<file path="config.mk">
export PLATFORM = sky130hd
export DESIGN_NAME = vga_timing_gen
export DESIGN_NICKNAME = d
export VERILOG_FILES = /design/src/rtl/vga_timing_pkg.sv /design/src/rtl/vga_pixel_enable.sv /design/src/rtl/vga_axis_counter.sv /design/src/rtl/vga_sync_decode.sv /design/src/rtl/vga_timing_gen.sv
export SDC_FILE = /design/constraint.sdc
export NUM_CORES = 1
export LEC_CHECK = 0
export BUFFER_PORTS_ARGS = -buffer_cell sky130_fd_sc_hd__buf_2
export CAP_MARGIN = 20
export CORE_ASPECT_RATIO = 1.5
export CORE_MARGIN = 2
export CORE_UTILIZATION = 45
export CTS_CLUSTER_SIZE = 12
export DETAILED_ROUTE_END_ITERATION = 6
export PLACE_DENSITY = 0.67
export SYNTH_ARGS = -nofsm -noshare
export SYNTH_HDL_FRONTEND = slang
export SYNTH_SLANG_ARGS = --single-unit
</file>
<file path="constraint.sdc">
create_clock -name clk -period 3.8 [get_ports clk]
set_clock_uncertainty 0.2 [all_clocks]
set_input_delay 0.95 -clock clk [delete_from_list [all_inputs] [get_ports clk]]
set_output_delay 0.95 -clock clk [all_outputs]
set_load 0.1 [all_outputs]
</file>
<file path="src/rtl/vga_timing_pkg.sv">
package vga_timing_pkg;

    // Decoded per-pixel control bits, registered together.
    typedef struct packed {
        logic hsync_n;
        logic vsync_n;
        logic active;
    } vga_ctl_t;

    // Value shown while in reset: syncs idle, origin is visible.
    localparam vga_ctl_t CTL_RESET = '{hsync_n: 1'b1, vsync_n: 1'b1, active: 1'b1};

    // True when v lies in [lo, lo+len).
    function automatic logic in_span(input int unsigned v,
                                     input int unsigned lo,
                                     input int unsigned len);
        return (v >= lo) && (v < lo + len);
    endfunction

    // Counter width for a count of 0..total-1.
    function automatic int unsigned cnt_width(input int unsigned total);
        return (total < 2) ? 1 : $clog2(total);
    endfunction

endpackage

</file>
<file path="src/rtl/vga_pixel_enable.sv">
module vga_pixel_enable (
    input  logic clk,
    input  logic rst,
    output logic pix_en,
    output logic tick
);
    logic phase;

    // Enable is high while the toggle is clear, so the first edge after reset updates.
    assign pix_en = ~phase;

    always_ff @(posedge clk) begin
        if (rst) begin
            phase <= 1'b0;
            tick  <= 1'b0;
        end else begin
            phase <= ~phase;
            tick  <= pix_en;
        end
    end

    // the tick pulse alternates every clock once out of reset
    assert_tick_falls_R2: assert property (@(posedge clk) disable iff (rst) tick |=> !tick);
    assert_tick_rises_R2: assert property (@(posedge clk) disable iff (rst) !tick |=> tick);

endmodule

</file>
<file path="src/rtl/vga_axis_counter.sv">
module vga_axis_counter #(
    parameter int unsigned TOTAL = 800,
    parameter int unsigned W     = 10
) (
    input  logic         clk,
    input  logic         rst,
    input  logic         step,
    output logic [W-1:0] cnt,
    output logic [W-1:0] cnt_next,
    output logic         at_last
);
    localparam logic [W-1:0] LAST = W'(TOTAL - 1);

    assign at_last = (cnt == LAST);

    always_comb begin
        cnt_next = cnt;
        if (step) begin
            cnt_next = at_last ? '0 : cnt + W'(1);
        end
    end

    always_ff @(posedge clk) begin
        if (rst) cnt <= '0;
        else     cnt <= cnt_next;
    end

    // the count never leaves 0..TOTAL-1
    assert_count_range_R3: assert property (@(posedge clk) disable iff (rst) cnt <= LAST);
    // a step at the last value returns to zero
    assert_wrap_zero_R3: assert property (@(posedge clk) disable iff (rst)
        (step && at_last) |=> (cnt == '0));
    // without a step the count holds
    assert_hold_R2: assert property (@(posedge clk) disable iff (rst)
        !step |=> $stable(cnt));

endmodule

</file>
<file path="src/rtl/vga_sync_decode.sv">
module vga_sync_decode
    import vga_timing_pkg::*;
#(
    parameter int unsigned H_VISIBLE = 640,
    parameter int unsigned H_FRONT   = 16,
    parameter int unsigned H_SYNC    = 96,
    parameter int unsigned V_VISIBLE = 480,
    parameter int unsigned V_FRONT   = 10,
    parameter int unsigned V_SYNC    = 2,
    parameter int unsigned XW        = 10,
    parameter int unsigned YW        = 10
) (
    input  logic          clk,
    input  logic          rst,
    input  logic          en,
    input  logic [XW-1:0] x_next,
    input  logic [YW-1:0] y_next,
    output vga_ctl_t      ctl
);
    localparam int unsigned HS_START = H_VISIBLE + H_FRONT;
    localparam int unsigned VS_START = V_VISIBLE + V_FRONT;

    vga_ctl_t ctl_next;

    // Decode from the coordinates about to be registered, so outputs line up with them.
    always_comb begin
        ctl_next.hsync_n = ~in_span(32'(x_next), HS_START, H_SYNC);
        ctl_next.vsync_n = ~in_span(32'(y_next), VS_START, V_SYNC);
        ctl_next.active  = (32'(x_next) < H_VISIBLE) && (32'(y_next) < V_VISIBLE);
    end

    always_ff @(posedge clk) begin
        if (rst)     ctl <= CTL_RESET;
        else if (en) ctl <= ctl_next;
    end

    // decoded outputs move only on an enable
    assert_ctl_hold_R2: assert property (@(posedge clk) disable iff (rst)
        !en |=> $stable(ctl));

endmodule

</file>
<file path="src/rtl/vga_timing_gen.sv">
module vga_timing_gen
    import vga_timing_pkg::*;
#(
    parameter int unsigned H_VISIBLE = 640,
    parameter int unsigned H_FRONT   = 16,
    parameter int unsigned H_SYNC    = 96,
    parameter int unsigned H_BACK    = 48,
    parameter int unsigned V_VISIBLE = 480,
    parameter int unsigned V_FRONT   = 10,
    parameter int unsigned V_SYNC    = 2,
    parameter int unsigned V_BACK    = 33,
    localparam int unsigned H_TOTAL  = H_VISIBLE + H_FRONT + H_SYNC + H_BACK,
    localparam int unsigned V_TOTAL  = V_VISIBLE + V_FRONT + V_SYNC + V_BACK,
    localparam int unsigned XW       = cnt_width(H_TOTAL),
    localparam int unsigned YW       = cnt_width(V_TOTAL)
) (
    input  logic          clk,
    input  logic          rst,
    output logic [XW-1:0] px_x,
    output logic [YW-1:0] px_y,
    output logic          hsync_n,
    output logic          vsync_n,
    output logic          video_active,
    output logic          pixel_tick
);
    localparam int unsigned HS_START = H_VISIBLE + H_FRONT;
    localparam int unsigned VS_START = V_VISIBLE + V_FRONT;

    logic          pix_en;
    logic          h_last;
    logic          v_last;
    logic          v_step;
    logic [XW-1:0] x_next;
    logic [YW-1:0] y_next;
    vga_ctl_t      ctl;

    vga_pixel_enable u_pix_en (
        .clk    (clk),
        .rst    (rst),
        .pix_en (pix_en),
        .tick   (pixel_tick)
    );

    vga_axis_counter #(.TOTAL(H_TOTAL), .W(XW)) u_hcnt (
        .clk      (clk),
        .rst      (rst),
        .step     (pix_en),
        .cnt      (px_x),
        .cnt_next (x_next),
        .at_last  (h_last)
    );

    assign v_step = pix_en & h_last;

    vga_axis_counter #(.TOTAL(V_TOTAL), .W(YW)) u_vcnt (
        .clk      (clk),
        .rst      (rst),
        .step     (v_step),
        .cnt      (px_y),
        .cnt_next (y_next),
        .at_last  (v_last)
    );

    vga_sync_decode #(
        .H_VISIBLE (H_VISIBLE), .H_FRONT (H_FRONT), .H_SYNC (H_SYNC),
        .V_VISIBLE (V_VISIBLE), .V_FRONT (V_FRONT), .V_SYNC (V_SYNC),
        .XW (XW), .YW (YW)
    ) u_decode (
        .clk    (clk),
        .rst    (rst),
        .en     (pix_en),
        .x_next (x_next),
        .y_next (y_next),
        .ctl    (ctl)
    );

    assign hsync_n      = ctl.hsync_n;
    assign vsync_n      = ctl.vsync_n;
    assign video_active = ctl.active;

    // a sampled reset always leaves the idle state on the next clock
    assert_reset_state_R1: assert property (@(posedge clk)
        rst |=> (px_x == '0 && px_y == '0 && hsync_n && vsync_n && video_active && !pixel_tick));

    // no coordinate change in the clock after an update
    assert_coord_stable_R2: assert property (@(posedge clk) disable iff (rst)
        pixel_tick |=> ($stable(px_x) && $stable(px_y)));

    // row advances exactly at the end of a line
    assert_row_step_R4: assert property (@(posedge clk) disable iff (rst)
        (pix_en && h_last) |=>
            (px_y == (($past(px_y) == YW'(V_TOTAL - 1)) ? '0 : $past(px_y) + YW'(1))));
    assert_row_hold_R4: assert property (@(posedge clk) disable iff (rst)
        !(pix_en && h_last) |=> $stable(px_y));

    // registered horizontal sync agrees with the registered column
    assert_hsync_window_R5: assert property (@(posedge clk) disable iff (rst)
        hsync_n == !in_span(32'(px_x), HS_START, H_SYNC));

    // registered vertical sync agrees with the registered row
    assert_vsync_window_R6: assert property (@(posedge clk) disable iff (rst)
        vsync_n == !in_span(32'(px_y), VS_START, V_SYNC));

    // visible flag agrees with both registered counts
    assert_active_region_R7: assert property (@(posedge clk) disable iff (rst)
        video_active == ((32'(px_x) < H_VISIBLE) && (32'(px_y) < V_VISIBLE)));

    // Row counter wrap is tied to the last line of a frame.
    assert_frame_wrap_R4: assert property (@(posedge clk) disable iff (rst)
        (v_step && v_last) |=> (px_y == '0));

endmodule

</file>
==> Flow_metrics.wiki <==
{| class="wikitable"
! Metric !! Value
|-
| Run status || completed
|-
| Slowest stage cell, crit path || dfxtp_1
|-
| Pwr per Cell Area || about 320 nW/um^2
|-
| Highest-utilization routing layer at the global route stage || met2
|-
| Global Route Usage Sum || 20.2%
|-
| Number of clock buffers inserted by TritonCTS || 3
|-
| Worst slew margin relative to its limit || 43.1%
|-
| DR WL/cell || 15.5 um
|-
| Met1 demand-to-capacity share in global routing || 23.2%
|-
| Sum of negative setup slack || 0 ns
|-
| Final worst setup slack || 1.13 ns
|-
| Cell depth of the worst flop-to-flop path || 6
|-
| CP max FO || 16
|-
| Area delta synth->final || 13.8%
|-
| Post-CTS Hold Fix Bufs || 0
|-
| Min-Delay Endpoint || u_decode.ctl[0]
|-
| Routability Congestion || approximately 0.86
|-
| Post-synthesis instance total || ~160
|-
| Die width || roughly 50 um
|-
| Cell chosen for the clock root || clkbuf_8
|-
| Worst-case register-to-register setup slack || 1.14 ns
|-
| Port Buf Inserts || 25
|-
| Syn avg cell area || 8.41 sq um
|-
| Setup crit start kind || flop
|-
| TritonRoute pass-1 iters || 4
|-
| WP data arrival || around 1.5 ns
|-
| Post-CTS setup-driven buffer insertion count || 0
|-
| Largest net degree at the start of global routing || 24
|-
| Fraction of the cycle the final worst path needs || 70.3%
|-
| Final count of negative-setup-slack endpoints || 0
|-
| Max cap viols || 0
|-
| Synth top area share || approximately a third
|-
| H-tree levels || 1
|-
| Min cycle time layout || 2.67 ns
|-
| Final #Nets || 190
|-
| Clock slew seen by the registers of the worst setup and hold paths || 0.08 ns
|-
| Worst-skew pair later-pin latency || between 0.2 and 0.3 ns
|-
| RR Endpoint || u_decode.ctl[0]
|-
| Leakage component of the power || 0.607 nW
|-
| Hold-critical path depth || 2
|-
| Count of nets left with antenna violations after detail routing || 0
|-
| Worst hold margin || 0.293 ns
|-
| Main flop type after synthesis || dfxtp_1
|-
| Worst slack at placement || 1.17 ns
|-
| Core Rows || 24
|-
| Sinks on the clock net || 24
|-
| Tightest Hold Check Type || flop to flop
|-
| # resized after CTS || 0
|-
| Category of cells accounting for the largest share of critical-path delay || flip-flops
|-
| List of cells traversed by the critical path || buf_2
|-
| Netlist cell types || 46
|-
| DRC errors left || 0
|-
| Diode insertion count for antenna repair || 0
|-
| Final-report hold violation count || 0
|-
| EDFF count, synth || 0
|-
| Drt via density || 6.04
|-
| Beginning of the worst register-to-register path || u_hcnt.cnt[0]
|-
| TritonCTS clock tree || done
|-
| RSZ-0062 raised after global routing || false
|-
| Maximum clock path buffer count || 2
|-
| Total grt overflow || 0
|-
| Utilization after layout || 53.9%
|-
| Critical path type || flop to primary output
|-
| Post-Syn Nets || about 170
|-
| Delay of the slowest critical-path stage || 0.71 ns
|-
| Post-synthesis instance area || between 1000 and 1500 sq um
|-
| Post-route cell area || between 1500 and 2000 sq um
|-
| Met2 usage in global routing || 35.9%
|-
| Top cell type by total area after synthesis || dfxtp_1
|-
| Total wire length after detailed routing || 3.47 mm
|-
| Die footprint || 3530 sq um
|-
| Maximum clock frequency || 374 MHz
|-
| Sequential area share after synthesis || 34.8%
|-
| Met3 usage in global routing || about 2.9%
|-
| Worst Path Required || 2.65 ns
|-
| Count of buffering cells on the critical path with inverters included || 1
|-
| Share of post-route cells with drive strength above 1 || 20.1%
|-
| Die Y || 71.8 um
|-
| Initial standard-cell utilization of the core || 47.3%
|-
| Detail Placement HPWL || 2.57 mm
|-
| Core Box Area || 2910 sq um
|-
| Yosys warns || 0
|-
| Number of global-route vias before repair || 1173
|-
| Number of register bits inferred by synthesis || 24
|-
| Boundary Pins || 26
|-
| Measured slew at the worst slew-check pin || 0.842 ns
|-
| Area after detailed placement || 1510 sq um
|-
| Critical path capture point type || primary output
|-
| Routed via count || 1348
|-
| Startpoint of the most critical hold path || u_decode.ctl[0]
|-
| Count of fill cells added during filler insertion || 291
|-
| Worst vdd ir || between 0.0002 and 0.00025 V
|-
| Number of max-slew violations in the final report || 0
|-
| Wire length of the first global-routing pass || 5.52 mm
|-
| Leading cell types by total area after synthesis || dfxtp_1 35%, nor2_1 5.2%, xnor2_1 4.4%
|-
| Iter 0 DRT Violations || 54
|-
| Post-synth ARST share || 0%
|-
| Number of antenna violations at the first check in global routing || 0
|}
[placed cells by master (no fill, tap or decap), drive strengths merged, types with 2 or more instances in the layout]
cell type	instances
nand2	6
or2	2
nor4b	2
a21oi	6
dfxtp	24
nand3	9
or4	2
buf	25
clkbuf	4
a211oi	3
nor3	10
xor2	4
o21ai	6
nand2b	2
and3	5
nor4	3
a31oi	6
and2	3
and4	3
mux2i	3
xnor2	7
ha	3
nand4	6
inv	4
o31ai	2
nor2	19
[power breakdown]
part           switching [W]  leakage [nW]  internal [W]   total, W
Combinational      0.0000480         0.384     0.0000131  0.0000612
Sequential        0.00000852         0.194      0.000256   0.000265
Clock              0.0000828        0.0288     0.0000926   0.000175
[cells in the mapped netlist, drive strengths merged, types with 5 or more instances]
cell,n
a21oi,6
a31oi,6
and3,5
clkbuf,6
dfxtp,24
nand2,6
nand3,9
nand4,6
nor2,19
nor3,10
o21ai,6
xnor2,7
[worst max-delay path by stage]
| stage | start | endpoint | depth (start not counted) | slack [ns] |
|---|---|---|---|---|
| floorplan | u_hcnt.cnt[0] | u_decode.ctl[1] | 7 | 0.78 |
| global placement | u_hcnt.cnt[0] | u_decode.ctl[0] | 6 | 1.30 |
| detailed placement | u_pix_en.tick | u_decode.ctl[0] | 5 | 1.17 |
| CTS | u_pix_en.tick | pixel_tick | 1 | 1.14 |
| global route | u_hcnt.cnt[0] | u_decode.ctl[0] | 6 | 0.96 |
| finish | u_pix_en.tick | pixel_tick | 1 | 1.13 |
[state kept, by name (all words and copies together) (netlist names)]
signal / flops
u_vcnt.cnt: 10
u_hcnt.cnt: 10
u_decode.ctl: 3
u_pix_en.tick: 1
[logic make-up (layout without fill, tap and decap cells)]
| group | after synthesis | after routing | synth area share (%) |
|---|---|---|---|
| flops | 24 | 24 | 34.8 |
| compound gates | 31 | 31 | 15.4 |
| mux | 4 | 4 | 2.99 |
| buf+inv | 13 | 33 | 3.90 |
| simple gates | 78 | 78 | 33.1 |
| fa+ha+maj | 3 | 3 | 2.72 |
| xor+xnor | 11 | 11 | 6.99 |
[per-stage QoR]
| step | instances | power (W) |
|---|---|---|
| 4_1_cts | 223 | 0.000503 |
| 5_1_grt | 223 | 0.000515 |
| 6_report | 223 | 0.000501 |
| 3_3_place_gp | 219 | 0.000331 |
| 3_5_place_dp | 219 | 0.000332 |
| 2_1_floorplan | 164 | 0.000321 |
[cell type report]
cell class              instances  area [sq um]  share of cell area [%]
flip-flops and latches         24           480                    30.6
well taps                      39          48.8                    3.11
repair buffers                 25           125                    7.97
multi-input cells             127           845                    53.8
clock buffers                   4          55.1                    3.51
inverters                       4          15.0                   0.957
[tightest hold or removal path, cell delays in order, from the launching register on]
cell,delay (ns)
dfxtp_1,0.34
a21oi_1,0.06
o31ai_1,0.06
[metal layers]
metal | routed length (um) | up-vias
li1 | - | 651
met1 | 1460 | 642
met2 | 1780 | 46
met3 | 146 | 9
met4 | 85 | 0
met5 | 0 | -
Note: power is estimated with default switching activity, not from simulation.
